$ cat config.mk
export PLATFORM = sky130hd
export DESIGN_NAME = tmr_wdog_top
export DESIGN_NICKNAME = d
export VERILOG_FILES = /design/src/rtl/tmr_pkg.sv /design/src/rtl/tmr_chan.sv /design/src/rtl/tmr_irq.sv /design/src/rtl/tmr_wdog_top.sv
export SDC_FILE = /design/constraint.sdc
export NUM_CORES = 1
export LEC_CHECK = 0
export ABC_AREA = 1
export BUFFER_PORTS_ARGS = -buffer_cell sky130_fd_sc_hd__clkbuf_2
export CAP_MARGIN = 10
export CORE_AREA = 4 4 260 186
export CTS_CLUSTER_SIZE = 24
export DETAILED_ROUTE_END_ITERATION = 16
export DIE_AREA = 0 0 264 190
export PLACE_DENSITY = 0.43
export REMOVE_ABC_BUFFERS = 1
export SLEW_MARGIN = 5
export SYNTH_ARGS = -nofsm -noshare
export SYNTH_HDL_FRONTEND = slang
export SYNTH_SLANG_ARGS = --single-unit
$ cat constraint.sdc
create_clock -name clk -period 1.9 [get_ports clk]
set_input_delay 0.38 -clock clk [delete_from_list [all_inputs] [get_ports clk]]
set_output_delay 0.38 -clock clk [all_outputs]
set_load 0.05 [all_outputs]
$ cat src/rtl/tmr_pkg.sv
// Shared constants and types for the timer/watchdog block.
// Assumes byte addressing with 32-bit aligned registers.
package tmr_pkg;
    localparam int OFF_CTRL  = 'h00;
    localparam int OFF_CNT0  = 'h10;
    localparam int OFF_RLD0  = 'h14;
    localparam int STRIDE    = 8;
    localparam int OFF_CAUSE = 'h40;
    localparam int OFF_MASK  = 'h44;
    localparam int OFF_RSTEN = 'h48;

    localparam int CB_RUN  = 0;
    localparam int CB_AUTO = 1;
    localparam int CB_SRC  = 2;
    localparam int CB_W    = 3;

    // Per-channel slice of the control word; bit order matches CB_* above.
    typedef struct packed {
        logic src_slow;
        logic auto_rl;
        logic run;
    } chan_ctl_t;
endpackage

$ cat src/rtl/tmr_chan.sv
// One down-counting channel: count and reload storage, tick selection,
// expiry detection. Assumes the run bit is held outside and cleared by
// the owner when stop_req pulses.
module tmr_chan
    import tmr_pkg::*;
#(
    parameter int DW = 32
) (
    input  logic          clk,
    input  logic          rst_n,
    input  chan_ctl_t     ctl,
    input  logic          slow_tick,
    input  logic          cnt_we,
    input  logic          rld_we,
    input  logic [DW-1:0] wdata,
    output logic [DW-1:0] cnt_q,
    output logic [DW-1:0] rld_q,
    output logic          expire,
    output logic          stop_req
);
    logic tick;
    logic fire;
    logic at_zero;

    // Pick the count source and qualify with the run bit.
    always_comb begin
        tick     = ctl.src_slow ? slow_tick : 1'b1;
        fire     = ctl.run && tick;
        at_zero  = (cnt_q == '0);
        expire   = fire && at_zero && !cnt_we;
        stop_req = expire && !ctl.auto_rl;
    end

    // Reload register: plain software-written storage.
    always_ff @(posedge clk) begin
        if (!rst_n)      rld_q <= '0;
        else if (rld_we) rld_q <= wdata;
    end

    // Counter: software write first, then reload on expiry, else decrement.
    always_ff @(posedge clk) begin
        if (!rst_n) begin
            cnt_q <= '0;
        end else if (cnt_we) begin
            cnt_q <= wdata;
        end else if (fire) begin
            if (at_zero) begin
                if (ctl.auto_rl) cnt_q <= rld_q;
            end else begin
                cnt_q <= cnt_q - DW'(1);
            end
        end
    end
endmodule

$ cat src/rtl/tmr_irq.sv
// Interrupt cause, interrupt mask and reset-enable registers. Assumes the
// watchdog is the highest-numbered channel. Expiry sets win over clears.
module tmr_irq #(
    parameter int NCH = 3
) (
    input  logic           clk,
    input  logic           rst_n,
    input  logic [NCH-1:0] expire,
    input  logic           cause_we,
    input  logic           mask_we,
    input  logic           rsten_we,
    input  logic [NCH-1:0] wbits,
    input  logic           wbit0,
    output logic [NCH-1:0] cause_q,
    output logic [NCH-1:0] mask_q,
    output logic           rsten_q,
    output logic           irq,
    output logic           rst_req
);
    localparam int WD = NCH - 1;

    logic [NCH-1:0] cause_keep;

    // Written zeros clear; untouched bits are kept.
    always_comb cause_keep = cause_we ? (cause_q & wbits) : cause_q;

    // Cause register: new expiries are ORed in after the clear.
    always_ff @(posedge clk) begin
        if (!rst_n) cause_q <= '0;
        else        cause_q <= cause_keep | expire;
    end

    // Mask and reset-enable registers.
    always_ff @(posedge clk) begin
        if (!rst_n) begin
            mask_q  <= '0;
            rsten_q <= 1'b0;
        end else begin
            if (mask_we)  mask_q  <= wbits;
            if (rsten_we) rsten_q <= wbit0;
        end
    end

    // Output gating for the interrupt and the watchdog reset request.
    always_comb begin
        irq     = |(cause_q & mask_q);
        rst_req = cause_q[WD] && rsten_q;
    end
endmodule

$ cat src/rtl/tmr_wdog_top.sv
// Top of the timer/watchdog: register decode, shared control word,
// channel array and read multiplexer. Assumes single-cycle write strobes
// and combinational reads.
module tmr_wdog_top
    import tmr_pkg::*;
#(
    parameter int NCH = 3,
    parameter int DW  = 32,
    parameter int AW  = 8
) (
    input  logic          clk,
    input  logic          rst_n,
    input  logic          slow_tick,
    input  logic          bus_wr,
    input  logic [AW-1:0] bus_addr,
    input  logic [DW-1:0] bus_wdata,
    output logic [DW-1:0] bus_rdata,
    output logic          irq,
    output logic          rst_req
);
    localparam int CTW = CB_W * NCH;

    logic [CTW-1:0]         ctrl_q;
    logic [NCH-1:0][DW-1:0] cnt_q;
    logic [NCH-1:0][DW-1:0] rld_q;
    logic [NCH-1:0]         expire;
    logic [NCH-1:0]         stop_req;
    logic [NCH-1:0]         cnt_we;
    logic [NCH-1:0]         rld_we;
    logic [NCH-1:0]         cause_q;
    logic [NCH-1:0]         mask_q;
    logic                   rsten_q;
    logic                   ctrl_we;
    logic                   cause_we;
    logic                   mask_we;
    logic                   rsten_we;
    int                     addr_i;

    // Address decode for the single-register writes.
    always_comb begin
        addr_i   = int'(bus_addr);
        ctrl_we  = bus_wr && (addr_i == OFF_CTRL);
        cause_we = bus_wr && (addr_i == OFF_CAUSE);
        mask_we  = bus_wr && (addr_i == OFF_MASK);
        rsten_we = bus_wr && (addr_i == OFF_RSTEN);
    end

    // Control word: software write wins, else one-shot expiries drop run.
    always_ff @(posedge clk) begin
        if (!rst_n) begin
            ctrl_q <= '0;
        end else if (ctrl_we) begin
            ctrl_q <= bus_wdata[CTW-1:0];
        end else begin
            for (int n = 0; n < NCH; n++)
                if (stop_req[n]) ctrl_q[CB_W*n + CB_RUN] <= 1'b0;
        end
    end

    for (genvar g = 0; g < NCH; g++) begin : g_ch
        // Per-channel write decode at the 8-byte stride.
        always_comb begin
            cnt_we[g] = bus_wr && (addr_i == OFF_CNT0 + g*STRIDE);
            rld_we[g] = bus_wr && (addr_i == OFF_RLD0 + g*STRIDE);
        end

        tmr_chan #(.DW(DW)) u_ch (
            .clk      (clk),
            .rst_n    (rst_n),
            .ctl      (chan_ctl_t'(ctrl_q[CB_W*g +: CB_W])),
            .slow_tick(slow_tick),
            .cnt_we   (cnt_we[g]),
            .rld_we   (rld_we[g]),
            .wdata    (bus_wdata),
            .cnt_q    (cnt_q[g]),
            .rld_q    (rld_q[g]),
            .expire   (expire[g]),
            .stop_req (stop_req[g])
        );
    end

    tmr_irq #(.NCH(NCH)) u_irq (
        .clk     (clk),
        .rst_n   (rst_n),
        .expire  (expire),
        .cause_we(cause_we),
        .mask_we (mask_we),
        .rsten_we(rsten_we),
        .wbits   (bus_wdata[NCH-1:0]),
        .wbit0   (bus_wdata[0]),
        .cause_q (cause_q),
        .mask_q  (mask_q),
        .rsten_q (rsten_q),
        .irq     (irq),
        .rst_req (rst_req)
    );

    // Read multiplexer; unmapped addresses return zero.
    always_comb begin
        bus_rdata = '0;
        if (addr_i == OFF_CTRL)  bus_rdata[CTW-1:0] = ctrl_q;
        if (addr_i == OFF_CAUSE) bus_rdata[NCH-1:0] = cause_q;
        if (addr_i == OFF_MASK)  bus_rdata[NCH-1:0] = mask_q;
        if (addr_i == OFF_RSTEN) bus_rdata[0]       = rsten_q;
        for (int n = 0; n < NCH; n++) begin
            if (addr_i == OFF_CNT0 + n*STRIDE) bus_rdata = cnt_q[n];
            if (addr_i == OFF_RLD0 + n*STRIDE) bus_rdata = rld_q[n];
        end
    end
endmodule

==> key figures <==
Logic synthesis
  • Adder-Cell Fraction of Synth Area: 0.367%
  • Cell area after synthesis: 0.0136 sq mm
  • EDFF count, synth: 0
  • Synth warnings: 0
  • Combinational family with the most area after synthesis: simple AND/OR/NAND/NOR gates
  • Synth Area in Simple Gates: a little under two fifths
  • Mux cell area share after synthesis: 0%
  • Compound-cell area share of the yosys netlist: 18.2%
  • Syn Inst Count: about 2,300
  • Seq/Total Area, Yosys: a little under a third
  • Post-synthesis xor/xnor area fraction: 3.09%
  • Main flop type after synthesis: dfxtp_1
  • Synthesized area per cell: 6.02 sq um
  • Post-synthesis async set-or-reset flop share: 0%
  • Post-synthesis cell type count: 43
  • Yosys reg bits: 208

Timing
  • Final setup vio count: 64
  • RSZ-0062 raised after global routing: true
  • Setup tns final: -10,800 ps
  • Relative slew slack: 54.9%
  • Final min period: 2200 ps
  • Endpoints failing hold: 0
  • Worst Clk Skew: 19.5 ps
  • Worst setup margin: -298 ps
  • Fmax: 455 MHz
  • Slew Limit Fails: 0
  • Worst-Margin Slew: just under 700 ps
  • Final period util: 116%

Drt
  • Via count: around 17,000
  • Routed WL: 72.8 mm
  • Residual DRC count: 0
  • 1st-iter DRT viols: 1,791
  • Drt pass-1 iters: 5
  • Vias per inst: between 5 and 6
  • WL/cell: 22.4 um
  • Routed Antenna Nets: 0

Die
  • Die area: 0.0502 sq mm
  • Core area: around 0.046 sq mm
  • Die H: 190 um
  • Initial Util: 29.7%
  • Die width: roughly 260 um
  • Io pins: between 70 and 80
  • Row cnt: 66

Placement
  • DPL Wire Length: between 50 and 60 mm
  • RePlAce Congestion: between 0.9 and 1
  • PortBufs: 77
  • DP Area: 0.0173 sq mm

Pwr
  • Internal: 7570 uW
  • Net Sw Frac: about a quarter
  • Clock network power share: between 50% and 60%
  • Peak supply drop: 0.489 mV
  • Total power: 10,200 uW
  • Power Density: approximately 470 mW/mm^2
  • Logic pwr share: 5.8%
  • Share of power burned in registers: 42.9%
  • Leak: 0.00969 uW
  • Sw power: 2610 uW

Setup path
  • Endpoint class of the critical path: primary output
  • Startpoint Class: input port
  • Critical Path Start: bus_addr[6]
  • Crit path kind: input port to primary output
  • Worst EP required: 1520 ps
  • CP max FO: 7
  • RR Startpoint: g_ch[0].u_ch.cnt_q[0]
  • Arrival time worst endpoint: 1820 ps

Global route
  • Gr usage total: 26.8%
  • Vias in the first global route: 15,735
  • Global-route wire length before repair: 102 mm
  • Largest net degree at the start of global routing: 91
  • Initial antenna violation count: 0
  • GR Overflow Total: 0

Min path
  • Hold crit path type: input port to flip-flop
  • Hold_sp: bus_wdata[0]

Layout
  • Fin nets: 2,668
  • Fraction of layout cells with a size suffix above 1: 33.5%
  • Register area: 0.00420 sq mm
  • Inserted Diodes: 0
  • P&R area growth vs syn: 57.7%
  • Commonest non-fill, non-tap cell in the layout: nand2_1
  • Fillers: about 4,800
  • Final Cell Area: 0.0215 sq mm
  • Most frequent cells in the layout: nand2_1, nor2_1, buf_4, nand3_1, a21oi_1
  • Multi-input gate area: 0.0101 sq mm

Clock tree
  • CTS tree: built
  • Cts hold-fix bufs: 0
  • Clk Latency, worst-skew pair: 560 ps
  • Clock Sinks: 208
  • Reg clk slew, reported paths: 60 ps
  • Num CTS Buffers: 26
  • CTS root buf: clkbuf_16
  • H-tree depth: 1
  • CTS Buffer Depth: 3

Run
  • Max-Cap Viols: 0

Status
  • Failing checks: setup timing
  • Status: complete, but fails checks
[per-stage QoR]
stage	hold WS [ps]	instances	worst slack (ps)	util (%)
after CTS	141	3215	-317	43.3
after global routing	172	3252	-368	46.8
final	156	3252	-298	46.8
after floorplan	437	2160	-1460	-
after global placement	457	3135	-517	37.7
after detailed placement	460	3135	-580	37.7
[Yosys cell counts, types with 8 or more instances]
master     count  area share [%]
a21boi_0      11            0.61
nand2_2       12            0.55
a21oi_1      220             8.1
inv_1        205             5.6
nand2_1      565              16
o2111ai_1     26             1.7
nor2_1       374              10
clkbuf_1      64             1.8
o21ai_0      149             5.5
nand4_1       18            0.83
xor2_1        34             2.2
buf_2         22            0.81
nor2_2        11            0.51
nand3_1      209             7.7
dfxtp_1      208              31
inv_2          8            0.22
o22ai_1       16            0.73
nor3_1         9            0.33
o21ai_1       16            0.59
xnor2_1       14            0.90
[worst max-delay path, cell delays in order]
cell and delay (ps):
buf_8 100, buf_6 110, inv_2 40, nand2_2 60
nor3_4 170, buf_6 140, nand2_4 50, inv_6 80
buf_12 130, buf_16 160, nand2_1 80, o2111ai_2 130
buf_12 180
[metal layers]
| layer | global-route usage, % | wire length, um |
|---|---|---|
| met3 | 6.33 | 7250 |
| met5 | 0 | 0 |
| met2 | 38.6 | 29100 |
| met1 | 39.1 | 33400 |
| met4 | 9.22 | 3010 |
[final cells by class]
type                       instances  share of cell area, %
timing repair buffer             431                   21.8
clock buffer                      39                   3.54
multi-input combinational       1736                   46.8
timing repair inverter             1                 0.0408
tap                              612                   3.56
clock inverter                     9                  0.443
sequential                       208                   19.6
inverter                         216                   4.22
[what timing repair did]
action | CTS | global route
setup buffers | 21 | 29
cloned | 12 | 14
gates resized for setup | 295 | 331
endpoints found under the setup margin | 130 | 132
hold endpoints to repair | 0 | 0
pin swaps | 42 | 113
[power by group through the flow]
stage,clock (uW),combinational [uW],sequential [uW]
global placement,0,502,4470
global route,5450,625,4360
floorplan,0,152,4470
CTS,5290,547,4370
detailed placement,0,502,4470
finish,5220,595,4370
[registers in the layout (all words and copies together), names as in the netlist]
| name | flops |
|---|---|
| g_ch.u_ch.cnt_q | 96 |
| u_irq.rsten_q | 1 |
| u_irq.cause_q | 3 |
| ctrl_q | 9 |
| g_ch.u_ch.rld_q | 96 |
| u_irq.mask_q | 3 |
[kinds of logic (layout without fill, tap and decap cells)]
family / Yosys count / after routing
xor+xnor: 48 / 48
buf+inv: 320 / 696
fa+ha+maj: 4 / 4
simple gates: 1227 / 1227
compound gates: 457 / 457
flops: 208 / 208
[final timing paths]
| kind | to | slack, ps | cells after the start |
|---|---|---|---|
| max | bus_rdata[23] | -300 | 13 |
| min reg2reg | g_ch[2].u_ch.rld_q[29] | 480 | 2 |
| min | ctrl_q[0] | 160 | 3 |
| max reg2reg | g_ch[0].u_ch.cnt_q[21] | -160 | 13 |
Note: power is estimated with default switching activity, not from simulation.
